<file path="src/rtl/ser_rx_pkg.sv">
package ser_rx_pkg;
  localparam int HALF_W = 16;
  localparam int WORD_W = 2 * HALF_W;
  localparam int CNT_W  = $clog2(WORD_W) + 1;

  typedef enum logic [1:0] {
    JUST_RZ  = 2'b00,
    JUST_RS  = 2'b01,
    JUST_LZ  = 2'b10,
    JUST_RSV = 2'b11
  } just_e;

  function automatic logic [CNT_W-1:0] len_bits(input logic [2:0] code);
    case (code)
      3'd1:    len_bits = CNT_W'(12);
      3'd2:    len_bits = CNT_W'(16);
      3'd3:    len_bits = CNT_W'(20);
      3'd4:    len_bits = CNT_W'(24);
      3'd5:    len_bits = CNT_W'(32);
      default: len_bits = CNT_W'(8);
    endcase
  endfunction
endpackage

</file>
<file path="src/rtl/rx_shift.sv">
module rx_shift
  import ser_rx_pkg::*;
(
  input  logic              clk_i,
  input  logic              rst_ni,
  input  logic              sdata_i,
  input  logic              fsync_i,
  input  logic [2:0]        len_ph0_i,
  input  logic [2:0]        len_ph1_i,
  input  logic              dual_phase_i,
  output logic              done_o,
  output logic [WORD_W-1:0] word_o,
  output logic [CNT_W-1:0]  wlen_o
);
  logic              active_q, phase_q;
  logic [CNT_W-1:0]  cnt_q, cur_len;
  logic [WORD_W-2:0] sh_q;

  assign cur_len = phase_q ? len_bits(len_ph1_i) : len_bits(len_ph0_i);
  assign word_o  = {sh_q, sdata_i};
  assign wlen_o  = cur_len;
  assign done_o  = active_q && (cnt_q == cur_len - CNT_W'(1));

  always_ff @(posedge clk_i or negedge rst_ni) begin
    if (!rst_ni) begin
      active_q <= 1'b0;
      phase_q  <= 1'b0;
      cnt_q    <= '0;
      sh_q     <= '0;
    end else if (!active_q) begin
      if (fsync_i) begin
        active_q <= 1'b1;
        phase_q  <= 1'b0;
        cnt_q    <= CNT_W'(1);
        sh_q     <= (WORD_W-1)'(sdata_i);
      end
    end else if (done_o) begin
      cnt_q <= '0;
      sh_q  <= '0;  // next word starts from clean upper bits
      if (!phase_q && dual_phase_i) phase_q <= 1'b1;
      else active_q <= 1'b0;
    end else begin
      cnt_q <= cnt_q + CNT_W'(1);
      sh_q  <= word_o[WORD_W-2:0];
    end
  end

  a_r3_idle_cnt: assert property (@(posedge clk_i) disable iff (!rst_ni)
    !active_q |-> cnt_q == '0);
  a_r2_cnt_bound: assert property (@(posedge clk_i) disable iff (!rst_ni)
    active_q |-> cnt_q < cur_len);
endmodule

</file>
<file path="src/rtl/rx_expand.sv">
module rx_expand
  import ser_rx_pkg::*;
(
  input  logic [7:0]        code_i,
  input  logic              alaw_i,
  output logic [HALF_W-1:0] lin_o
);
  logic [7:0]        u, a;
  logic [HALF_W-1:0] mu_t, mu_mag, al_base, al_mag, mu_lin, al_lin;

  assign u       = ~code_i;
  assign a       = code_i ^ 8'h55;
  assign mu_t    = ({8'b0, u[3:0], 3'b0} + 16'h0084) << u[6:4];
  assign mu_mag  = mu_t - 16'd132;
  assign mu_lin  = u[7] ? (16'd0 - mu_mag) : mu_mag;
  assign al_base = {8'b0, a[3:0], 4'b0};
  assign al_mag  = (a[6:4] == 3'd0) ? al_base + 16'd8
                 : (al_base + 16'h0108) << (a[6:4] - 3'd1);
  assign al_lin  = a[7] ? al_mag : (16'd0 - al_mag);
  assign lin_o   = alaw_i ? al_lin : mu_lin;
endmodule

</file>
<file path="src/rtl/rx_fmt.sv">
module rx_fmt
  import ser_rx_pkg::*;
(
  input  logic [WORD_W-1:0] word_i,
  input  logic [CNT_W-1:0]  wlen_i,
  input  logic [1:0]        comp_i,
  input  logic [1:0]        just_i,
  output logic [HALF_W-1:0] lo_o,
  output logic [HALF_W-1:0] hi_o
);
  logic [HALF_W-1:0] lin;
  logic [WORD_W-1:0] mask, sx, lz, res;
  logic [CNT_W-1:0]  lshift;
  logic              is_long, expand;

  rx_expand u_expand (.code_i(word_i[7:0]), .alaw_i(comp_i[0]), .lin_o(lin));

  assign is_long = wlen_i > CNT_W'(HALF_W);
  assign expand  = comp_i[1] && (wlen_i == CNT_W'(8));
  assign mask    = (wlen_i >= CNT_W'(WORD_W)) ? '1
                 : ((WORD_W'(1) << wlen_i) - WORD_W'(1));
  assign lshift  = CNT_W'(WORD_W) - wlen_i;
  assign sx      = word_i[wlen_i - CNT_W'(1)] ? (word_i | ~mask) : (word_i & mask);
  assign lz      = word_i << lshift;

  always_comb begin
    unique case (just_e'(just_i))
      JUST_RS: res = sx;
      JUST_LZ: res = is_long ? lz : {16'b0, lz[WORD_W-1:HALF_W]};
      default: res = word_i & mask;
    endcase
    if (expand) begin
      lo_o = lin;
      hi_o = '0;
    end else begin
      lo_o = res[HALF_W-1:0];
      hi_o = is_long ? res[WORD_W-1:HALF_W] : '0;
    end
  end
endmodule

</file>
<file path="src/rtl/ser_rx_path.sv">
module ser_rx_path
  import ser_rx_pkg::*;
(
  input  logic        clk_i,
  input  logic        rst_ni,
  input  logic        sdata_i,
  input  logic        fsync_i,
  input  logic [2:0]  len_ph0_i,
  input  logic [2:0]  len_ph1_i,
  input  logic        dual_phase_i,
  input  logic [1:0]  comp_mode_i,
  input  logic [1:0]  just_mode_i,
  input  logic        rd_lo_i,
  output logic [15:0] data_lo_o,
  output logic [15:0] data_hi_o,
  output logic        ready_o,
  output logic        overrun_o
);
  logic              done;
  logic [WORD_W-1:0] word, buf_q;
  logic [CNT_W-1:0]  wlen, blen_q;
  logic              buf_full_q, ready_q, ovr_q, cp, take, ovr_set;
  logic [HALF_W-1:0] f_lo, f_hi, lo_q, hi_q;

  rx_shift u_shift (
    .clk_i, .rst_ni, .sdata_i, .fsync_i, .len_ph0_i, .len_ph1_i, .dual_phase_i,
    .done_o(done), .word_o(word), .wlen_o(wlen)
  );

  rx_fmt u_fmt (
    .word_i(buf_q), .wlen_i(blen_q), .comp_i(comp_mode_i), .just_i(just_mode_i),
    .lo_o(f_lo), .hi_o(f_hi)
  );

  assign cp      = buf_full_q && !ready_q;
  assign take    = done && (!buf_full_q || cp);
  assign ovr_set = done && buf_full_q && !cp;

  always_ff @(posedge clk_i or negedge rst_ni) begin
    if (!rst_ni) begin
      buf_q      <= '0;
      blen_q     <= CNT_W'(8);
      buf_full_q <= 1'b0;
    end else if (take) begin
      buf_q      <= word;
      blen_q     <= wlen;
      buf_full_q <= 1'b1;
    end else if (cp) begin
      buf_full_q <= 1'b0;
    end
  end

  always_ff @(posedge clk_i or negedge rst_ni) begin
    if (!rst_ni) begin
      lo_q    <= '0;
      hi_q    <= '0;
      ready_q <= 1'b0;
      ovr_q   <= 1'b0;
    end else begin
      if (cp) begin
        lo_q    <= f_lo;
        hi_q    <= f_hi;
        ready_q <= 1'b1;
      end else if (rd_lo_i) begin
        ready_q <= 1'b0;
      end
      if (ovr_set)      ovr_q <= 1'b1;
      else if (rd_lo_i) ovr_q <= 1'b0;
    end
  end

  assign data_lo_o = lo_q;
  assign data_hi_o = hi_q;
  assign ready_o   = ready_q;
  assign overrun_o = ovr_q;

  a_r11_ready_clear: assert property (@(posedge clk_i) disable iff (!rst_ni)
    ready_o && rd_lo_i |=> !ready_o);
  a_r10_hold: assert property (@(posedge clk_i) disable iff (!rst_ni)
    ready_o && !rd_lo_i |=> ready_o && $stable(data_lo_o) && $stable(data_hi_o));
  a_r4_short_hi: assert property (@(posedge clk_i) disable iff (!rst_ni)
    cp && blen_q <= CNT_W'(HALF_W) |=> data_hi_o == '0);
  a_r11_ovr_set: assert property (@(posedge clk_i) disable iff (!rst_ni)
    done && buf_full_q && ready_o |=> overrun_o);
  a_r10_copy_sets_ready: assert property (@(posedge clk_i) disable iff (!rst_ni)
    buf_full_q && !ready_o |=> ready_o);
endmodule

</file>
<file path="config.mk">
export PLATFORM = sky130hd
export DESIGN_NAME = ser_rx_path
export DESIGN_NICKNAME = d
export VERILOG_FILES = /design/src/rtl/ser_rx_pkg.sv /design/src/rtl/rx_shift.sv /design/src/rtl/rx_expand.sv /design/src/rtl/rx_fmt.sv /design/src/rtl/ser_rx_path.sv
export SDC_FILE = /design/constraint.sdc
export NUM_CORES = 1
export LEC_CHECK = 0
export BUFFER_PORTS_ARGS = -buffer_cell sky130_fd_sc_hd__clkbuf_2
export CAP_MARGIN = 15
export CORE_MARGIN = 5
export CORE_UTILIZATION = 40
export DETAILED_ROUTE_END_ITERATION = 10
export HOLD_SLACK_MARGIN = 0.05
export SYNTH_ARGS = -nofsm -noshare
export SYNTH_HDL_FRONTEND = slang
export SYNTH_HIERARCHICAL = 1
export SYNTH_SLANG_ARGS = --single-unit
export TNS_END_PERCENT = 100
</file>
<file path="constraint.sdc">
create_clock -name clk_i -period 8 [get_ports clk_i]
set_clock_uncertainty 0.1 [all_clocks]
set_input_delay 1.6 -clock clk_i [delete_from_list [all_inputs] [get_ports clk_i]]
set_output_delay 1.6 -clock clk_i [all_outputs]
set_load 0.1 [all_outputs]
</file>
---- After elaboration in Yosys (flattened, before gate mapping) ----
Cells that the tools add are included.
W data, S select, Z words.
word-level totals
  bits in registers ....................... 112
  bits in latches ......................... 0
  memory bits (writable) .................. 0
  bits in read-only memories .............. 0
  input bits .............................. 16
  output and inout port bits .............. 34
  logic and storage cells ................. 104
  memories kept ........................... 0
operators by class
  add/subtract/negate cells ............... 12
  multipliers ............................. 0
  div/mod/pow operators ................... 0
  $lt $le $gt $ge ......................... 3
  equality and inequality tests ........... 16
  shift operators ......................... 4
  mux-type cells .......................... 35
  bitwise gates (word level) .............. 5
  reduce and logical (&&, ||, !) cells .... 18
operators with widths
  operator                 count
  $mux W16                 7
  $mux W32                 3
  $mux W31                 3
  $pmux W32 S2             1
  $pmux W6 S5              2
  $and A32 B32 Y32         1
  $not A32 Y32             1
  $or A32 B32 Y32          1
  $shl A1 B6 Y32 const A   1
  $shl A32 B6 Y32          1
  $sub A1 B16 Y16 const A  2
  $sub A32 B1 Y32 const B  1
  $mux W6                  4
  $shl A10 B3 Y16          1
  $shl A9 B3 Y16           1
  $sub A16 B8 Y16 const B  1
  $mux W1                  14
  $eq A3 B2 Y1 const B     4
  $eq A3 B3 Y1 const B     4
  $sub A6 B1 Y6 const B    2
  $add A8 B9 Y10 const B   1
  $add A7 B8 Y9 const B    1
  $add A8 B4 Y9 const B    1
  $not A8 Y8               1
  20 further kinds         34

---- Depth between registers and ports, before layout ----
Gate-level depths: netlist of run 1.
  depth in word-level cells ............... 9
  gate-level depth with buffers ........... 21
  depth with buffers taken out ............ 18

---- Cells and area by module ----
The synthesis of run 1 kept the hierarchy.
by module, submodules not included
  module       instances  cells each  area an instance (sq um)  seq. area each (sq um)
  rx_fmt       1          660         4835.9                    0.0
  ser_rx_path  1          159         2830.2                    1828.0
  rx_expand    1          296         1951.9                    0.0
  rx_shift     1          146         1752.9                    975.9

---- Least setup slack after synthesis of run 1 ----
OpenSTA, ideal clock, no wires.
  path type ............................... input to register
  start point ............................. in len_ph0_i[2]
  end point ............................... reg buf_q[0]
  library setup time ...................... 0.125 ns
  arrival time ............................ 3.974 ns
  data required time ...................... 7.775 ns
  path slack .............................. 3.801 ns
  stages on the path ...................... 11
  path buffers ............................ 2
  cells stage by stage .................... nor3b_1 -> nor2_1 -> ha_1 -> xor2_1 -> nor4b_2 -> nor2_1 -> nor4_4 -> a21boi_2 -> buf_6 -> buf_6 -> mux2_4
on the way
  longest elaborated chain between the ends .. 7
  elaborated cells on any way between the ends .. 11
  those cells by class .................... add/sub (1); eq/ne (6); mux (2); reduce/logical (2)
ends and longest elaborated chain
  item                                  line               text
  start, declared                       ser_rx_path.sv:8   input logic [2:0] len_ph0_i,
  $eq A3 B3 Y1 (tied with other cells)  ser_rx_pkg.sv:14   case (code)
  $pmux W6 S5 (*)                       ser_rx_pkg.sv:14
  $mux W6 (*)                           rx_shift.sv:19     assign cur_len = phase_q ? len_bits(len_ph1_i) : len_bits(len_ph0_i);
  $sub A6 B1 Y6 (*)                     rx_shift.sv:22     assign done_o = active_q && (cnt_q == cur_len - CNT_W'(1));
  $eq A6 B6 Y1 (*)                      rx_shift.sv:22
  $logic_and A1 B1 Y1 (*)               rx_shift.sv:22
  net done                              ser_rx_path.sv:19  logic done;
  $logic_and A1 B1 Y1 (*)               ser_rx_path.sv:36  assign take = done && (!buf_full_q || cp);
  end signal, assigned                  ser_rx_path.sv:45  buf_q <= word;
  end, declared                         ser_rx_path.sv:20  logic [WORD_W-1:0] word, buf_q;
Mark *: on every way through the listed nets, which the timed path passes. The rest lies on a longest branch.
A chain may end at the register's enable or synchronous reset.

---- Worst setup path after layout of run 1 ----
  start point ............................. reg blen_q[1]
  end point ............................... reg hi_q[12], in the netlist data_hi_o[12]
on the way
  longest elaborated chain between the ends .. 9
  elaborated cells on any way between the ends .. 20
  those cells by class .................... add/sub (3); order compare (2); eq/ne (1); shift (2); mux (8); bitwise (3); reduce/logical (1)
ends and longest elaborated chain
  item                    line               text
  start, declared         ser_rx_path.sv:21  logic [CNT_W-1:0] wlen, blen_q;
  start signal, assigned  ser_rx_path.sv:46  blen_q <= wlen;
  $shl A1 B6 Y32          rx_fmt.sv:21       : ((WORD_W'(1) << wlen_i) - WORD_W'(1));
  $sub A32 B1 Y32         rx_fmt.sv:21
  $mux W32                rx_fmt.sv:20       assign mask = (wlen_i >= CNT_W'(WORD_W)) ? '1
  $not A32 Y32            rx_fmt.sv:23       assign sx = word_i[wlen_i - CNT_W'(1)] ? (word_i | ~mask) : (word_i & mask);
  $or A32 B32 Y32         rx_fmt.sv:23
  $mux W32                rx_fmt.sv:23
  $pmux W32 S2            rx_fmt.sv:27       unique case (just_e'(just_i))
  $mux W16                rx_fmt.sv:37       hi_o = is_long ? res[WORD_W-1:HALF_W] : '0;
  $mux W16 (*)            rx_fmt.sv:32       if (expand) begin
  net f_hi[12]            ser_rx_path.sv:23  logic [HALF_W-1:0] f_lo, f_hi, lo_q, hi_q;
  end signal, assigned    ser_rx_path.sv:62  hi_q <= f_hi;
  end, declared           ser_rx_path.sv:23
Mark *: on every way through the listed nets, which the timed path passes. The rest lies on a longest branch. The select of a mux whose other input is x is not followed.

==> metrics, run 1 <==
post-CTS sizing=0; CTS tree=built; worst-path fanout max=15; number of buffers created by CTS=9; TritonRoute pass-1 iters=7; Tmin final=4.84 ns; post-synthesis mux area share=just over 20%; I/O Pins=50; root buffer cell=clkbuf_16; hold endpoint=data_hi_o[14]$_DFFE_PN0P_; via count of the routed design=roughly 11,000; EDFF count, synth=0; syn avg cell area=between 9 and 10 µm²; Die W=179 µm; largest family of logic cells by synthesized area=compound AO/OA/AOI/OAI gates; Tightest Pin Transition=roughly 1.1 ns; register area share after synthesis=24.7%; Placer Congestion=between 0.9 and 1; gr ovfl total=0; reg2reg end=data_hi_o[12]$_DFFE_PN0P_; # DRC=0; vias in the first global route=slightly below 10,000; max cap viols=0; Post-CTS Setup Bufs=0; Slew HR=29.6%; Detail Route Antenna Nets=0; clock latency on the worst-skew pair=roughly 0.37 ns; initial DRC count=1,419; H-tree levels=3; Mapped Cells=between 1,000 and 1,500; largest net degree at the start of global routing=60; Hold Buf Count CTS=0; R2R depth=12; FILL cells=2,789; Syn-to-layout area delta=5.34%; FP Rows=~60; RR Startpoint=blen_q[1]$_DFFE_PN0P_; initial antenna violation count=0; CP Class=reg2reg; full die area=roughly 0.032 mm²; XOR/XNOR Fraction of Synth Area=under 10%; critical path required time=about 8.2 ns; Post-synth ARST share=between 90% and 100%; Clock transition at path regs=roughly 0.09 ns; Hold/Removal Path Class=reg2reg; core area=~0.028 mm²; r2r setup slk=between 3 and 4 ns; DRT Wirelength=~37,000 µm; Post-synth top flop=dfrtp_1; fin nets=~1,300; Compound-Gate Fraction of Synth Area=between 20% and 30%; Setup TNS=0 ns; Syn Std Cell Area=0.0114 mm²; clock sink total=approximately 110; antenna cells=0; Fmax=~0.21 GHz; WP data arrival=a little over 5 ns; PortBufs=just under 50; final cycle utilization of the critical path=between 60% and 70%; layout cells sized above 1=roughly a fifth; Max clock buf depth=2; Die Height=179 µm; HP Start=data_hi_o[14]$_DFFE_PN0P_; vias per cell=between 6 and 7; most frequent cells in the layout=dfrtp_1 (110), nand2_1 (99), nor2_1 (82), a21oi_1 (82), mux2_2 (73); #FFs+latches synth=roughly 110; fin. max-slew vios=0; Synth warnings=6; Synth cell types=about 110; WL per Instance=23.0 µm; first-pass GRT wire length=about 58,000 µm; Initial Utilization=about two fifths; Final HPWL DP=approximately 28,000 µm; RSZ-0062 raised after global routing=no; post-synthesis adder-cell area fraction=approximately 2.3%; status=complete, no violations; most common cell after layout, fill and taps aside=dfrtp_1; type of element capturing the critical path=register; WHS Path Cells=1; Startpoint Class=register; Hold Vio Cnt, Final=0; count of final setup violators=0; GRT Total Usage=a little under a quarter; Synth Area in Simple Gates=around a fifth; final core occ=approximately 43%
[cell families (layout without fill, tap and decap cells)]
family,count (synthesis),after routing
simple gates,414,414
compound gates,380,380
mux,173,173
buf+inv,135,118
flops,112,112
xor+xnor,24,24
fa+ha+maj,21,21
other cells,2,4
[through the flow]
stage | setup slack [ns] | hold slack (ns) | cell area [µm²] | std cells
after global placement | 3.11 | 0.389 | 11600 | 1607
after CTS | 3.30 | 0.415 | 12000 | 1623
final | 3.16 | 0.409 | 12000 | 1624
after detailed placement | 2.97 | 0.395 | 11600 | 1607
after floorplan | 3.80 | 0.367 | 11400 | 1263
after global routing | 2.89 | 0.425 | 12000 | 1624
[routing by layer]
| metal | track usage (%) | vias up | share of wire, % |
|---|---|---|---|
| met1 | 33.9 | 5213 | 45 |
| met5 | 0 | - | 0 |
| met3 | 4.87 | 77 | 9.1 |
| li1 | - | 4780 | - |
| met4 | 6.11 | 0 | 2.6 |
| met2 | 34.4 | 555 | 43 |
[synthesized netlist by cell type, drive strengths merged, types with 28 or more instances]
library cell    n  area share, %
mux4           28            5.8
nand3          37            1.7
nor3           30            1.5
dfrtp         111             24
nor2           85            2.8
mux2           95             10
nand2          99            3.3
buf            55            3.9
a21oi          83            3.7
inv            34            1.1
mux2i          50            4.4
o21ai          68            3.0
a22o           36            2.8
clkbuf         45            1.5
[worst max-delay path, stage by stage (launching register included)]
cell and delay, ns:
dfrtp_1 0.61, inv_1 0.19, ha_1 0.40, ha_1 0.52, nand2_1 0.24, ha_1 0.25
a21boi_1 0.39, nand3_1 0.28, nor2_1 0.59, a41oi_1 0.26, or3b_1 0.42, o211ai_1 0.30
mux2_2 0.22
[worst max-delay path by stage]
stage                                endpoint  depth (start not counted)             startpoint
finish              data_hi_o[12]$_DFFE_PN0P_                         12  blen_q[1]$_DFFE_PN0P_
global route        data_hi_o[12]$_DFFE_PN0P_                         12  blen_q[1]$_DFFE_PN0P_
detailed placement      buf_q[29]$_DFFE_PN0P_                         11           len_ph0_i[2]
CTS                 data_lo_o[14]$_DFFE_PN0P_                         14   buf_q[4]$_DFFE_PN0P_
floorplan                buf_q[0]$_DFFE_PN0P_                         11           len_ph0_i[2]
global placement        blen_q[0]$_DFFE_PN0P_                         11           len_ph0_i[2]
[sequential cells by signal (all words and copies together), names as in the netlist]
name	cells
buf_q	32
u_shift/sh_q	31
data_lo_o	16
u_shift/active_q	1
ready_o	1
blen_q	6
data_hi_o	16
u_shift/phase_q	1
overrun_o	1
buf_full_q	1
u_shift/cnt_q	6
[final cells by class]
cell class / instances / area, µm² / share of cell area [%]
repair buffers: 67 / 390 / 3.26
multi-input cells: 1016 / 7850 / 65.5
inverters: 35 / 131 / 1.10
clock buffers: 9 / 225 / 1.88
well taps: 378 / 473 / 3.95
clock inverters: 7 / 104 / 0.867
flip-flops and latches: 112 / 2810 / 23.4
Power of run 1 is left out: the tool's default activity adds up to more than one toggle a clock period on the data nets, which glitch-free logic cannot reach.
==> run 2: changes to the inputs <==
==> constraint.sdc (replaced) <==
create_clock -name clk_i -period 4.4 [get_ports clk_i]
set_clock_uncertainty 0.1 [all_clocks]
set_input_delay 0.88 -clock clk_i [delete_from_list [all_inputs] [get_ports clk_i]]
set_output_delay 0.88 -clock clk_i [all_outputs]
set_load 0.1 [all_outputs]
==> metrics, run 2 (synthesis results as in run 1) <==
largest net degree at the start of global routing=72; slowest stage cell on the critical path=o41ai_1; max reg flops=32; H-tree levels=3; critical path required time=between 4 and 5 ns; first-pass GRT wire length=between 60,000 and 70,000 µm; max cap viols=0; worst path bufs/invs=1; Setup TNS=0 ns; Die Height=roughly 180 µm; initial antenna violation count=0; status=complete, no violations; PortBufs=49; Slew HR=29.7%; vias in the first global route=approximately 10,000; clock sink total=~110; Startpoint Class=register; core area=roughly 0.028 mm²; Tightest Pin Transition=~1.1 ns; gr ovfl total=0; antenna cells=0; Worst path depth=14; Hold Buf Count CTS=0; Hold Vio Cnt, Final=0; vias per cell=between 6 and 7; layout cells sized above 1=approximately 22%; root buffer cell=clkbuf_16; Clock transition at path regs=0.07 ns; Placer Congestion=between 0.9 and 1; final cycle utilization of the critical path=91.5%; Max clock buf depth=2; number of buffers created by CTS=9; Hold/Removal Path Class=reg2reg; fin. max-slew vios=0; slowest stage delay, CP=between 0.6 and 0.7 ns; Tmin final=a little over 4 ns; CP Class=reg2reg; Initial Utilization=~41%; most common cell after layout, fill and taps aside=dfrtp_1; full die area=about 0.032 mm²; Post-Place Cells=1,645; Detail Route Antenna Nets=0; via count of the routed design=approximately 11,000; fin nets=~1,300; count of final setup violators=0; RSZ-0062 raised after global routing=no; CP Cell Sequence=buf_4 -> nand2_1 -> nand3_1 -> ha_1 -> nand2b_1 -> a21boi_1 -> a2111oi_4 -> a211oi_2 -> xor2_2 -> nor4_1 -> o41ai_1 -> nor2_1 -> o32ai_1 -> mux2_2; Largest regs=buf_q (32), u_shift/sh_q (31); type of element capturing the critical path=register; # DRC=0; final std cells w/o fill=around 1,700; WP data arrival=about 4.2 ns; Die W=roughly 180 µm; Post-CTS Setup Bufs=0; TritonRoute pass-1 iters=6; R2R depth=14; initial DRC count=roughly 1,300; GRT Total Usage=between 20% and 30%; FILL cells=around 2,800; delay-heaviest family, CP=compound AO/OA/AOI/OAI gates; Final HPWL DP=29,700 µm; CTS tree=built; most frequent cells in the layout=dfrtp_1 (110), nand2_1 (99), nor2_1 (82), a21oi_1 (82), mux2_2 (73); I/O Pins=50; DRT Wirelength=between 30,000 and 40,000 µm; most flop-heavy register=buf_q; worst-path fanout max=34; post-CTS sizing=0; FP Rows=between 60 and 70; clock latency on the worst-skew pair=0.36 ns; WL per Instance=23.5 µm; Syn-to-layout area delta=7.31%; Fmax=between 0.2 and 0.25 GHz; WHS Path Cells=1
==> run 2: cell count changes in the layout (fill, tap and decap cells not counted), sizes merged <==
| cell | change |
|---|---|
| inv | -3 |
| buf | +38 |
| clkinvlp | +3 |
| clkinv | -2 |
==> run 2: per-stage QoR <==
step / hold WS, ns / utilization [%] / cell area (µm²) / worst slack [ns]
CTS: 0.412 / 43.6 / 12200 / 0.377
finish: 0.409 / 43.7 / 12200 / 0.376
floorplan: 0.367 / - / 11400 / 0.509
global placement: 0.386 / 42.7 / 11900 / 0.522
detailed placement: 0.396 / 42.7 / 11900 / 0.409
global route: 0.422 / 43.7 / 12200 / 0.0385
==> run 2: worst paths after layout <==
check                      slack, ns                       from                     endpoint
max                             0.38       buf_q[4]$_DFFE_PN0P_    data_lo_o[14]$_DFFE_PN0P_
min reg2reg                     0.41  data_hi_o[15]$_DFFE_PN0P_    data_hi_o[15]$_DFFE_PN0P_
max in group asynchronous       2.77                     rst_ni  u_shift/sh_q[1]$_DFFE_PN0P_
max reg2reg                     0.38       buf_q[4]$_DFFE_PN0P_    data_lo_o[14]$_DFFE_PN0P_
min in group asynchronous       0.56                     rst_ni        overrun_o$_DFFE_PN0P_
min                             0.41  data_hi_o[15]$_DFFE_PN0P_    data_hi_o[15]$_DFFE_PN0P_
==> run 2: metal layers <==
metal	global-route usage [%]	wire length, µm	share of wire (%)	vias to the layer above
met2	35.6	16700	43	530
li1	-	-	-	4868
met5	0	0	0	-
met4	7.58	1190	3.1	0
met3	4.62	3550	9.1	71
met1	35.7	17600	45	5238
==> run 2: final cells by class <==
cell class | instances | area, µm² | area share (%)
repair buffers | 105 | 676 | 5.54
clock buffers | 9 | 225 | 1.85
multi-input cells | 1016 | 7850 | 64.3
clock inverters | 5 | 42.5 | 0.349
inverters | 35 | 131 | 1.08
flip-flops and latches | 112 | 2810 | 23.0
well taps | 378 | 473 | 3.88
Power of run 2 is left out for the same reason.
==> run 3: changes to the inputs <==
--- a/config.mk
+++ b/config.mk
@@ -7,6 +7,7 @@
 export LEC_CHECK = 0
 export BUFFER_PORTS_ARGS = -buffer_cell sky130_fd_sc_hd__clkbuf_2
 export CAP_MARGIN = 15
+export CORE_ASPECT_RATIO = 1.5
 export CORE_MARGIN = 5
 export CORE_UTILIZATION = 40
 export DETAILED_ROUTE_END_ITERATION = 10
==> metrics, run 3 (synthesis results as in run 1) <==
first-pass GRT wire length=63,000 µm; type of element capturing the critical path=register; critical path required time=4.59 ns; post-CTS sizing=0; layout cells sized above 1=22.4%; Slew HR=roughly a quarter; clock latency on the worst-skew pair=approximately 0.39 ns; gr ovfl total=0; vias in the first global route=around 11,000; most common cell after layout, fill and taps aside=dfrtp_1; slowest stage delay, CP=slightly below 0.6 ns; FILL cells=around 2,800; root buffer cell=clkbuf_16; Detail Route Antenna Nets=0; CP Class=reg2reg; Max clock buf depth=2; Die W=about 150 µm; fin nets=1,315; Tightest Pin Transition=between 1 and 1.5 ns; DRT Wirelength=40,900 µm; Post-Place Cells=1,613; max reg flops=32; Placer Congestion=0.990; Post-CTS Setup Bufs=0; Area after DPL=0.0119 mm²; WL per Instance=between 20 and 30 µm; final cycle utilization of the critical path=90.5%; count of final setup violators=0; antenna cells=0; Hold Buf Count CTS=0; worst-path fanout max=10; slowest stage cell on the critical path=dfrtp_1; TritonRoute pass-1 iters=5; FP Rows=between 70 and 80; Hold Vio Cnt, Final=0; most frequent CP cell=ha_1; fin. max-slew vios=0; GRT Total Usage=around a quarter; vias per cell=~6.6; Syn-to-layout area delta=7.57%; most frequent cells in the layout=dfrtp_1 (110), nand2_1 (99), nor2_1 (82), a21oi_1 (82), mux2_2 (73); WP data arrival=4.17 ns; final std cells w/o fill=between 1,500 and 2,000; H-tree levels=3; Initial Utilization=40.5%; Tmin final=3.98 ns; initial DRC count=around 900; RSZ-0062 raised after global routing=no; status=complete, no violations; Fmax=about 0.25 GHz; setup ws final=0.416 ns; CP Cell Sequence=buf_4 -> inv_1 -> ha_1 -> nand2_1 -> ha_1 -> a21boi_1 -> and4_1 -> a41oi_1 -> a311oi_1 -> mux2i_1 -> a21oi_1 -> mux2_2; full die area=approximately 0.032 mm²; Hold/Removal Path Class=in2async; largest net degree at the start of global routing=just over 50; I/O Pins=50; number of buffers created by CTS=9; Largest regs=buf_q (32), u_shift/sh_q (31); clock sink total=~110; CTS tree=built; via count of the routed design=approximately 11,000; Final HPWL DP=about 31,000 µm; Die Height=approximately 220 µm; most flop-heavy register=buf_q; pre-CTS setup slack=0.511 ns; PortBufs=between 40 and 50; # DRC=0; initial antenna violation count=0; final instance area=0.0122 mm²; max cap viols=0; Startpoint Class=register; Clock transition at path regs=0.10 ns; Setup TNS=0 ns; core area=~0.028 mm²
-- run 3: path summary, 6_finish.rpt --
path,start,end,slack [ns],depth (start not counted)
worst max-delay path,blen_q[2]$_DFFE_PN0P_,data_hi_o[14]$_DFFE_PN0P_,0.42,12
worst min-delay path,rst_ni,buf_q[21]$_DFFE_PN0P_,0.41,1
worst max register to register,blen_q[2]$_DFFE_PN0P_,data_hi_o[14]$_DFFE_PN0P_,0.42,12
worst min register to register,data_lo_o[6]$_DFFE_PN0P_,data_lo_o[6]$_DFFE_PN0P_,0.41,1
max in group asynchronous,rst_ni,data_hi_o[3]$_DFFE_PN0P_,2.88,2
min in group clk_i,data_lo_o[6]$_DFFE_PN0P_,data_lo_o[6]$_DFFE_PN0P_,0.41,1
-- run 3: worst max-delay path: cells and delay by family, from the launching register on --
kind | cells | cell delay [ns]
buffers and inverters | 2 | 0.38
adders and majority gates | 2 | 0.53
and+or+nand+nor | 2 | 0.67
AOI/OAI and AO/OA | 4 | 1.12
DFF | 1 | 0.59
muxes | 2 | 0.50
-- run 3: through the flow --
stage	hold WS, ns	util [%]
final	0.408	43.6
after global routing	0.421	43.6
after CTS	0.412	43.6
after detailed placement	0.395	42.4
after global placement	0.389	42.4
after floorplan	0.367	-
-- run 3: final cells by class --
cell class	count	area, µm²	share of cell area [%]
multi-input cells	1016	7850	64.2
flip-flops and latches	112	2810	22.9
repair buffers	104	673	5.50
well taps	346	433	3.54
clock buffers	10	239	1.95
inverters	35	131	1.07
clock inverters	6	101	0.829
-- run 3: routing by layer --
metal | vias to the layer above | global-route usage (%) | part of all wire, %
met5 | - | 0 | 0
met1 | 5297 | 29.2 | 38
met3 | 153 | 2.65 | 5.1
li1 | 4849 | - | -
met4 | 0 | 18.1 | 8.4
met2 | 472 | 43.4 | 49
Power of run 3 is left out for the same reason.
